## config.mk

```make
export PLATFORM = sky130hd
export DESIGN_NAME = pwmq_top
export DESIGN_NICKNAME = d
export VERILOG_FILES = /design/src/rtl/pwmq_pkg.sv /design/src/rtl/pwmq_regs.sv /design/src/rtl/pwmq_fifo.sv /design/src/rtl/pwmq_timebase.sv /design/src/rtl/pwmq_top.sv
export SDC_FILE = /design/constraint.sdc
export NUM_CORES = 1
export LEC_CHECK = 0
export ABC_CLOCK_PERIOD_IN_PS = 10650
export BUFFER_PORTS_ARGS = -buffer_cell sky130_fd_sc_hd__clkbuf_2
export CAP_MARGIN = 25
export CORE_MARGIN = 1.5
export CORE_UTILIZATION = 45
export CTS_BUF_LIST = sky130_fd_sc_hd__clkbuf_8
export CTS_CLUSTER_DIAMETER = 30
export DETAILED_ROUTE_END_ITERATION = 10
export SLEW_MARGIN = 10
export SYNTH_ARGS = -nofsm -noshare
export SYNTH_HDL_FRONTEND = slang
export SYNTH_SLANG_ARGS = --single-unit
```

## constraint.sdc

```tcl
create_clock -name clk -period 10.65 [get_ports clk]
set_clock_uncertainty 0.15 [all_clocks]
set_input_delay 0.5325 -clock clk [delete_from_list [all_inputs] [get_ports clk]]
set_output_delay 0.5325 -clock clk [all_outputs]
set_load 0.02 [all_outputs]
```

## src/rtl/pwmq_pkg.sv

```systemverilog
package pwmq_pkg;

    localparam int ADDR_W   = 5;
    localparam int DATA_W   = 32;
    localparam int DIV_W    = 12;
    localparam int SPAN_W   = 16;

    localparam logic [ADDR_W-1:0] OFS_CTRL   = 5'h00;
    localparam logic [ADDR_W-1:0] OFS_STAT   = 5'h04;
    localparam logic [ADDR_W-1:0] OFS_SAMPLE = 5'h0C;
    localparam logic [ADDR_W-1:0] OFS_SPAN   = 5'h10;

    localparam int BIT_RUN   = 0;
    localparam int BIT_SOFT  = 3;
    localparam int DIV_LSB   = 4;

    localparam logic [SPAN_W-1:0] SPAN_CAP = 16'hFFFE;

    typedef struct packed {
        logic             run;
        logic [DIV_W-1:0] div;
    } ctrl_t;

    function automatic logic [SPAN_W-1:0] clamp_span(input logic [SPAN_W-1:0] raw);
        return (raw >= SPAN_CAP) ? SPAN_CAP : raw;
    endfunction

endpackage

```

## src/rtl/pwmq_regs.sv

```systemverilog
module pwmq_regs
    import pwmq_pkg::*;
#(
    parameter int SWR_CYCLES = 4,
    parameter int OCC_W      = 3
) (
    input  logic              clk,
    input  logic              rst,
    input  logic              bus_wr,
    input  logic [ADDR_W-1:0] bus_addr,
    input  logic [DATA_W-1:0] bus_wdata,
    input  logic [OCC_W-1:0]  occupancy,
    input  logic [SPAN_W-1:0] duty_now,
    output ctrl_t             ctrl,
    output logic [SPAN_W-1:0] span_raw,
    output logic              push,
    output logic [SPAN_W-1:0] push_data,
    output logic              soft_clr,
    output logic              soft_busy,
    output logic [DATA_W-1:0] bus_rdata
);
    localparam int SWR_W = $clog2(SWR_CYCLES + 1);

    logic [SWR_W-1:0] soft_cnt;
    logic             soft_start;
    logic             wr_ok;
    logic             unused_wbits;

    assign soft_busy  = (soft_cnt != '0);
    assign soft_start = bus_wr && !soft_busy && (bus_addr == OFS_CTRL) && bus_wdata[BIT_SOFT];
    assign soft_clr   = soft_start || soft_busy;
    assign wr_ok      = bus_wr && !soft_clr;

    always_ff @(posedge clk) begin
        if (rst) begin
            soft_cnt <= '0;
        end else if (soft_start) begin
            soft_cnt <= SWR_W'(SWR_CYCLES);
        end else if (soft_busy) begin
            soft_cnt <= soft_cnt - 1'b1;
        end
    end

    always_ff @(posedge clk) begin
        if (rst || soft_clr) begin
            ctrl     <= '0;
            span_raw <= '0;
        end else if (wr_ok) begin
            if (bus_addr == OFS_CTRL) begin
                ctrl.run <= bus_wdata[BIT_RUN];
                ctrl.div <= bus_wdata[DIV_LSB +: DIV_W];
            end
            if (bus_addr == OFS_SPAN) begin
                span_raw <= bus_wdata[SPAN_W-1:0];
            end
        end
    end

    assign push      = wr_ok && (bus_addr == OFS_SAMPLE);
    assign push_data = bus_wdata[SPAN_W-1:0];

    assign unused_wbits = ^{bus_wdata[DATA_W-1:DIV_LSB+DIV_W], bus_wdata[2:1]};

    always_comb begin
        bus_rdata = '0;
        case (bus_addr)
            OFS_CTRL: begin
                bus_rdata[BIT_RUN]               = ctrl.run;
                bus_rdata[BIT_SOFT]              = soft_busy;
                bus_rdata[DIV_LSB +: DIV_W]      = ctrl.div;
            end
            OFS_STAT:   bus_rdata[OCC_W-1:0]  = occupancy;
            OFS_SAMPLE: bus_rdata[SPAN_W-1:0] = duty_now;
            OFS_SPAN:   bus_rdata[SPAN_W-1:0] = span_raw;
            default:    bus_rdata = '0;
        endcase
    end

endmodule

```

## src/rtl/pwmq_fifo.sv

```systemverilog
module pwmq_fifo #(
    parameter int DEPTH = 4,
    parameter int W     = 16
) (
    input  logic                       clk,
    input  logic                       rst,
    input  logic                       push,
    input  logic [W-1:0]               wdata,
    input  logic                       pop,
    output logic [W-1:0]               head,
    output logic                       empty,
    output logic [$clog2(DEPTH+1)-1:0] count
);
    localparam int PTR_W = (DEPTH > 1) ? $clog2(DEPTH) : 1;
    localparam int CNT_W = $clog2(DEPTH + 1);

    logic [W-1:0]     store [DEPTH];
    logic [PTR_W-1:0] rd_ptr, wr_ptr;
    logic             full, take, give;

    function automatic logic [PTR_W-1:0] bump(input logic [PTR_W-1:0] p);
        return (p == PTR_W'(DEPTH - 1)) ? '0 : p + 1'b1;
    endfunction

    assign full  = (count == CNT_W'(DEPTH));
    assign empty = (count == '0);
    assign give  = pop && !empty;
    assign take  = push && (!full || give);
    assign head  = store[rd_ptr];

    always_ff @(posedge clk) begin
        if (take) begin
            store[wr_ptr] <= wdata;
        end
    end

    always_ff @(posedge clk) begin
        if (rst) begin
            rd_ptr <= '0;
            wr_ptr <= '0;
            count  <= '0;
        end else begin
            if (take) wr_ptr <= bump(wr_ptr);
            if (give) rd_ptr <= bump(rd_ptr);
            case ({take, give})
                2'b10:   count <= count + 1'b1;
                2'b01:   count <= count - 1'b1;
                default: count <= count;
            endcase
        end
    end

endmodule

```

## src/rtl/pwmq_timebase.sv

```systemverilog
module pwmq_timebase
    import pwmq_pkg::*;
(
    input  logic              clk,
    input  logic              rst,
    input  ctrl_t             ctrl,
    input  logic [SPAN_W-1:0] span_raw,
    input  logic              q_empty,
    input  logic [SPAN_W-1:0] q_head,
    output logic              pop,
    output logic              load,
    output logic              running,
    output logic [SPAN_W-1:0] span_cnt,
    output logic [SPAN_W-1:0] duty,
    output logic              wave
);
    logic [DIV_W-1:0]  tick_cnt;
    logic [SPAN_W-1:0] last_cnt;
    logic              tick, wrap;

    assign last_cnt = clamp_span(span_raw) + 1'b1;
    assign tick     = (tick_cnt == ctrl.div);
    assign wrap     = running && tick && (span_cnt >= last_cnt);
    assign load     = ctrl.run && (!running || wrap);
    assign pop      = load && !q_empty;

    always_ff @(posedge clk) begin
        if (rst) begin
            running  <= 1'b0;
            tick_cnt <= '0;
            span_cnt <= '0;
            duty     <= '0;
        end else begin
            if (!ctrl.run) begin
                running  <= 1'b0;
                tick_cnt <= '0;
                span_cnt <= '0;
            end else if (!running) begin
                running  <= 1'b1;
            end else begin
                tick_cnt <= tick ? '0 : tick_cnt + 1'b1;
                if (tick) begin
                    span_cnt <= wrap ? '0 : span_cnt + 1'b1;
                end
            end
            if (pop) begin
                duty <= q_head;
            end
        end
    end

    assign wave = ctrl.run && running && (span_cnt < duty);

endmodule

```

## src/rtl/pwmq_top.sv

```systemverilog
module pwmq_top
    import pwmq_pkg::*;
#(
    parameter int FIFO_DEPTH = 4,
    parameter int SWR_CYCLES = 4
) (
    input  logic              clk,
    input  logic              rst,
    input  logic              bus_wr,
    input  logic [ADDR_W-1:0] bus_addr,
    input  logic [DATA_W-1:0] bus_wdata,
    output logic [DATA_W-1:0] bus_rdata,
    output logic              pwm_out
);
    localparam int OCC_W = $clog2(FIFO_DEPTH + 1);

    ctrl_t             ctrl;
    logic [SPAN_W-1:0] span_raw, push_data, q_head, duty, span_cnt;
    logic [OCC_W-1:0]  occupancy;
    logic              push, pop, load, q_empty, running;
    logic              soft_clr, soft_busy, core_rst, run_en;

    assign core_rst = rst || soft_clr;
    assign run_en   = ctrl.run;

    pwmq_regs #(.SWR_CYCLES(SWR_CYCLES), .OCC_W(OCC_W)) u_regs (
        .clk(clk), .rst(rst), .bus_wr(bus_wr), .bus_addr(bus_addr),
        .bus_wdata(bus_wdata), .occupancy(occupancy), .duty_now(duty),
        .ctrl(ctrl), .span_raw(span_raw), .push(push), .push_data(push_data),
        .soft_clr(soft_clr), .soft_busy(soft_busy), .bus_rdata(bus_rdata)
    );

    pwmq_fifo #(.DEPTH(FIFO_DEPTH), .W(SPAN_W)) u_fifo (
        .clk(clk), .rst(core_rst), .push(push), .wdata(push_data),
        .pop(pop), .head(q_head), .empty(q_empty), .count(occupancy)
    );

    pwmq_timebase u_time (
        .clk(clk), .rst(core_rst), .ctrl(ctrl), .span_raw(span_raw),
        .q_empty(q_empty), .q_head(q_head), .pop(pop), .load(load),
        .running(running), .span_cnt(span_cnt), .duty(duty), .wave(pwm_out)
    );

endmodule

```

# After elaboration in Yosys (flattened, before gate mapping)
# Memory sizes are Yosys's and may differ from the RTL's. A register that Yosys moved wholly into a read port is not among the register bits.
# Index checks and enable logic that the tools add are counted.
[op_classes]
n_mux = 14
n_addsub = 8
n_eq_ne = 9
n_reduce_logical = 32
n_lt_le_gt_ge = 3
bitwise_logic = 1
[ops]
columns = ["operator", "n"]
rows = [
  ["$pmux W13 S3", 1],
  ["$add A16 B1 Y16 const B", 2],
  ["$mux W16", 2],
  ["$ge A16 B16 Y1", 1],
  ["$ge A16 B16 Y1 const B", 1],
  ["$lt A16 B16 Y1", 1],
  ["$logic_and A1 B1 Y1", 13],
  ["$add A12 B1 Y12 const B", 1],
  ["$eq A12 B12 Y1", 1],
  ["$mux W12", 1],
  ["$eq A2 B2 Y1 const B", 3],
  ["$mux W3", 2],
  ["$pmux W2 S3", 1],
  ["$pmux W3 S2", 1],
  ["$reduce_and A2 Y1", 3],
  ["$sub A3 B1 Y3 const B", 2],
  ["$eq A5 B3 Y1 const B", 1],
  ["$eq A5 B4 Y1 const B", 1],
  ["$eq A5 B5 Y1 const B", 1],
  ["$logic_not A1 Y1", 5],
  ["$logic_not A5 Y1", 1],
  ["$add A2 B1 Y2 const B", 2],
  ["$logic_or A1 B1 Y1", 4],
  ["$mux W2", 2],
  ["other kinds (10)", 14],
]
[word_totals]
n_memories = 1
mem_bits_rw = 64
in_bits = 40
ff_bits = 68
output_inout_bits = 33
word_cells = 79
[memory_table]
columns = ["name", "depth", "width", "read_ports", "rd_ports_with_merged_regs", "wr", "line", "rtl"]
rows = [
  ["u_fifo.store", 4, 16, 1, 1, 1, "pwmq_fifo.sv:17", "logic [W-1:0] store [DEPTH];"],
]

# Logic depth before layout (Yosys ltp)
[logic_depth]
depth_word = 13
depth_mapped = 23
ltp_nobuf = 23

# Hierarchy
# A second synthesis with hierarchy kept.
[unflattened]
cells_unflattened = 764
area_unflattened_um2 = 8079.0
[by_module_without_submodules]
columns = ["module", "seq_area_each_um2", "instances", "cells_per_inst", "area_each_um2"]
rows = [
  ["pwmq_timebase", 900.9, 1, 375, 3143.0],
  ["pwmq_fifo", 2102.0, 1, 147, 2880.3],
  ["pwmq_regs", 640.6, 1, 241, 2049.5],
  ["pwmq_top", 0.0, 1, 1, 6.3],
]

# Worst setup path after synthesis
# No wires, ideal clock.
[synth_timing]
kind = "register -> register"
start = "reg u_regs.span_raw[7]"
end = "reg u_fifo.count[2]"
synth_period_minus_slack_ns = 4.500
arrival_time_ns = 4.233
required_ns = 10.383
path_stages_with_launch = 24
setup_slack_ns = 6.150
setup_time_ns = 0.117
path_buffers = 1
path_cell_list = "dfxtp_1 -> and4_1 -> nand4_1 -> nor2_1 -> a21boi_0 -> ha_1 -> nand3_1 -> nor3_1 -> nand3_1 -> xor2_1 -> ha_1 -> nand4_1 -> a211oi_1 -> a32oi_1 -> a211o_1 -> buf_2 -> nand2_1 -> ha_1 -> inv_1 -> fa_1 -> xor2_1 -> nor2_1 -> xnor2_1 -> nor2_1"
[synth_via]
elab_chain_len = 13
word_cells_on_any_way = 15
cone_classes = "1 x add/sub; 2 x order compare; 2 x eq/ne; 2 x mux; 8 x reduce/logical"
[synth_rtl]
columns = ["item", "line", "rtl"]
rows = [
  ["start: declaration", "pwmq_regs.sv:15", "output logic [SPAN_W-1:0] span_raw,"],
  ["start signal: assignment", "pwmq_regs.sv:54", "span_raw <= bus_wdata[SPAN_W-1:0];"],
  ["$ge A16 B16 Y1", "pwmq_pkg.sv:25", "return (raw >= SPAN_CAP) ? SPAN_CAP : raw;"],
  ["$mux W16 (*)", "pwmq_pkg.sv:25", ""],
  ["$add A16 B1 Y16 (*)", "pwmq_timebase.sv:21", "assign last_cnt = clamp_span(span_raw) + 1'b1;"],
  ["$ge A16 B16 Y1 (*)", "pwmq_timebase.sv:23", "assign wrap = running && tick && (span_cnt >= last_cnt);"],
  ["$logic_and A1 B1 Y1 (*)", "pwmq_timebase.sv:23", ""],
  ["$logic_or A1 B1 Y1 (*)", "pwmq_timebase.sv:24", "assign load = ctrl.run && (!running || wrap);"],
  ["$logic_and A1 B1 Y1 (*)", "pwmq_timebase.sv:24", ""],
  ["$logic_and A1 B1 Y1 (*)", "pwmq_timebase.sv:25", "assign pop = load && !q_empty;"],
  ["net pop", "pwmq_top.sv:20", "logic push, pop, load, q_empty, running;"],
  ["$logic_and A1 B1 Y1 (*)", "pwmq_fifo.sv:27", "assign give = pop && !empty;"],
  ["$logic_or A1 B1 Y1", "pwmq_fifo.sv:28", "assign take = push && (!full || give);"],
  ["$logic_and A1 B1 Y1", "pwmq_fifo.sv:28", ""],
  ["$eq A2 B1 Y1 or $eq A2 B2 Y1 (tied branches)", "pwmq_fifo.sv:45", "case ({take, give})"],
  ["$pmux W3 S2 or $reduce_bool A2 Y1 (tied branches)", "n/a", ""],
  ["end signal: assignment", "pwmq_fifo.sv:46", "2'b10: count <= count + 1'b1;"],
  ["end signal: assignment", "pwmq_fifo.sv:47", "2'b01: count <= count - 1'b1;"],
  ["end signal: assignment", "pwmq_fifo.sv:48", "default: count <= count;"],
  ["end: declaration", "pwmq_fifo.sv:12", "output logic [$clog2(DEPTH+1)-1:0] count"],
]
# Mark *: on every way through the listed nets, which the timed path passes. The rest lies on a longest branch.
# A chain may end at the register's enable or synchronous reset.

# Worst setup path in the final report
[layout_timing]
start = "reg u_regs.span_raw[7]"
end = "mem u_fifo.store[0][13] (enable)"
[layout_via]
elab_chain_len = 13
[layout_rtl]
columns = ["item", "line", "rtl"]
rows = [
  ["$ge A16 B16 Y1", "pwmq_pkg.sv:25", ""],
  ["$mux W16 (*)", "pwmq_pkg.sv:25", ""],
  ["$add A16 B1 Y16 (*)", "pwmq_timebase.sv:21", ""],
  ["$ge A16 B16 Y1 (*)", "pwmq_timebase.sv:23", ""],
  ["$logic_and A1 B1 Y1 (*)", "pwmq_timebase.sv:23", ""],
  ["$logic_or A1 B1 Y1 (*)", "pwmq_timebase.sv:24", ""],
  ["$logic_and A1 B1 Y1 (*)", "pwmq_timebase.sv:24", ""],
  ["$logic_and A1 B1 Y1 (*)", "pwmq_timebase.sv:25", ""],
  ["$logic_and A1 B1 Y1 (*)", "pwmq_fifo.sv:27", ""],
  ["$logic_or A1 B1 Y1 (*)", "pwmq_fifo.sv:28", ""],
  ["$logic_and A1 B1 Y1 (*)", "pwmq_fifo.sv:28", ""],
  ["$mux W1 (*)", "pwmq_fifo.sv:32", "if (take) begin"],
  ["$mux W1 (implied by the code) (*)", "pwmq_fifo.sv:33", "store[wr_ptr] <= wdata;"],
  ["end: declaration", "pwmq_fifo.sv:17", ""],
]
# Every way passes the cells marked *; elsewhere a longest branch is shown, timed or not.

==> metrics.cfg <==
[sta]
finalSetupViolCount = 0
min_period_over_period_pct = 51.6
worstMarginPinSlew_ns = 0.963
fin_crit_ns = 5.49
slew_headroom_pct = 35.8
fin_ws_ns = 5.16
setup_tns_ns = 0
fmax_ghz = 0.182
hold_violations = 0
rsz0062_at_grt = false
slew_viol_final = 0

[finish]
drive_gt1_share_pct = 14.5
final_cells = 985
antenna_cells = 0
final_common_cell = dfxtp_1
final_nets = 836
stdcell_area_sq_um = 8210
fill_cells = 1526
area_growth_pct = 9.40
layout_common_cells = dfxtp_1, nand2_1, edfxtp_1

[drt]
drc = 0
wire_per_inst_microns = 18.5
drt_wl_total_mm = 18.2
initialDrtViolationCount = 372
avgViaCountPerCell = 5.52
firstDrtPassIters = 5
detail-route-antenna-nets = 0
via_count = 5435

[power]
power_frac_comb_pct = 7.7
fin_total_pwr_mw = 1.15
power_frac_seq_pct = 52.1
p_leak_nw = 2.80
p_sw_share_pct = 25.3
powerDensity_nw_per_um2 = 140
power.switching_mw = 0.290
internal_power_mw = 0.859
p_clk_share_pct = 40.2
peakVddDrop_uv = 125

[yosys]
yosys_warnings = 0
synthFlopType = dfxtp_1
netlist_instances = 721
synth_edf_count = 64
async_reset_ff_share_pct = 0
netlist_area_sq_um = 7500
seq_area_frac_synth_pct = 48.0
synth-seq-cells = 148
synthDistinctLibCells = 55
synth.avg_cell_area_sq_um = 10.4

[min_path]
hp-class = input pin to register

[clocking]
root_buffer = clkbuf_8
htreeDepth = 4
numClockSinks = 148
cts_tree = built
cts_setup_buffers = 0
clockBufferDepth = 2
cts_made_buffers = 17
ctsResizeCount = 0
hold_buffers = 0
clock_latency_ns = 0.45
path_clk_slew_ns = 0.08

[grt]
grt_max_degree = 53
grt.overflow.total = 0
track_usage_pct = 21.8
grt_pass1_wl_mm = 29.0
antenna_found_initial = 0
grt_pass1_vias = 5292

[die]
io-pin-count = 73
die_y_microns = 132
die-area_sq_um = 17500
start_util_pct = 45.7
rows = 47
coreArea_sq_um = 16400
die_w_microns = 132

[setup_path]
worst-setup-path-type = register to register
path_max_fanout = 21
crit_path_start_kind = register
arrival_ns = 5.42
critPathRequiredTime_ns = 10.58
cp-end-kind = register

[place]
gp_congestion = 0.895
dp_worst_setup_slack_ns = 5.11
placedCellCount = 952
dpl-instance-area_sq_um = 7780
io_buffers = 40
hpwl_mm = 13.3

[outcome]
outcome = complete, no violations

[flow_run]
cap_violations = 0

cell type report:
class                      instances  area (sq um)  share of cell area, %
sequential                       148          3600                   43.9
tap                              220           275                   3.35
inverter                          53           199                   2.42
clock inverter                    14           173                   2.10
clock buffer                      18           248                   3.02
multi-input combinational        486          3460                   42.1
timing repair buffer              46           253                   3.08
power groups by stage:
stage | logic, mW | registers [mW] | clock network, mW
after floorplan | 0.0668 | 0.611 | 0
after global placement | 0.0836 | 0.612 | 0
after detailed placement | 0.0874 | 0.612 | 0
after CTS | 0.0881 | 0.599 | 0.471
after global routing | 0.0975 | 0.599 | 0.496
final | 0.0885 | 0.599 | 0.462
registers in the layout (all words and copies together), names as in the netlist:
name	flops
u_fifo.rd_ptr	2
u_time.tick_cnt	12
u_time.running	1
u_regs.ctrl	13
u_regs.soft_cnt	3
u_fifo.count	3
u_fifo.store	64
u_fifo.wr_ptr	2
u_time.span_cnt	16
u_regs.span_raw	16
u_time.duty	16
synth_stat cells (3+ instances only):
library cell,count,area (sq um)
a211o_1,3,26.3
a21o_1,4,30.0
a21oi_1,50,250
a222oi_1,12,120
and2_1,6,37.5
and3_1,4,25.0
buf_2,14,70.1
buf_4,16,120
buf_6,5,56.3
clkbuf_1,13,48.8
dfxtp_1,84,1680
edfxtp_1,64,1920
ha_1,43,538
inv_1,52,195
mux2i_1,17,170
mux4_2,16,360
nand2_1,69,259
nand3_1,34,170
nand4_1,15,93.8
nor2_1,62,233
nor2_2,7,43.8
nor3_1,7,35.0
nor3_2,3,30.0
nor4_1,5,31.3
o211ai_1,18,135
o21ai_0,11,55.1
xnor2_1,36,315
xor2_1,17,149
metal layers:
metal  vias up  share of wire, %  GRT usage (%)
met4         0               2.3           7.84
met2       144                48           35.0
li1       2598                 -              -
met1      2667                45           29.5
met3        26               5.0           4.38
met5         -                 0              0
critical path: stages (launching register included):
cell and delay, ns:
dfxtp_1 0.39, and4_1 0.25, nand4_1 0.13, nor2_1 0.09
a21boi_0 0.33, ha_1 0.26, nand3_1 0.16, nor3_1 0.32
nand3_1 0.14, xor2_1 0.17, ha_1 0.30, nand4_1 0.17
a211oi_1 0.21, a32oi_1 0.18, a211o_1 0.65, a21oi_4 0.40
and2_1 0.80
metrics by stage:
| stage | hold slack, ns | util [%] |
|---|---|---|
| floorplan | 0.298 | - |
| global placement | 0.319 | 47.2 |
| detailed placement | 0.318 | 47.4 |
| CTS | 0.131 | 50.0 |
| global route | 0.132 | 50.0 |
| finish | 0.146 | 50.0 |
cells by family after synthesis:
family / Yosys count / share of synthesized area [%]
buf+inv: 102 / 6.64
other cells: 1 / 0.0500
xor+xnor: 53 / 6.19
compound gates: 114 / 10.3
flops: 148 / 48.0
mux: 34 / 7.22
fa+ha+maj: 44 / 7.44
simple gates: 225 / 14.2
final timing paths:
check / startpoint / end / slack (ns) / cells after the start
min reg2reg: u_time.duty[3]$_SDFFE_PP0P_ / u_time.duty[3]$_SDFFE_PP0P_ / 0.33 / 2
max reg2reg: u_regs.span_raw[7]$_SDFFE_PP0P_ / u_fifo.store[0][13]$_DFFE_PP_ / 5.16 / 16
min: rst / u_regs.soft_cnt[0]$_SDFFE_PP0P_ / 0.15 / 2
max: u_regs.span_raw[7]$_SDFFE_PP0P_ / u_fifo.store[0][13]$_DFFE_PP_ / 5.16 / 16
Note: power is estimated with default switching activity, not from simulation.
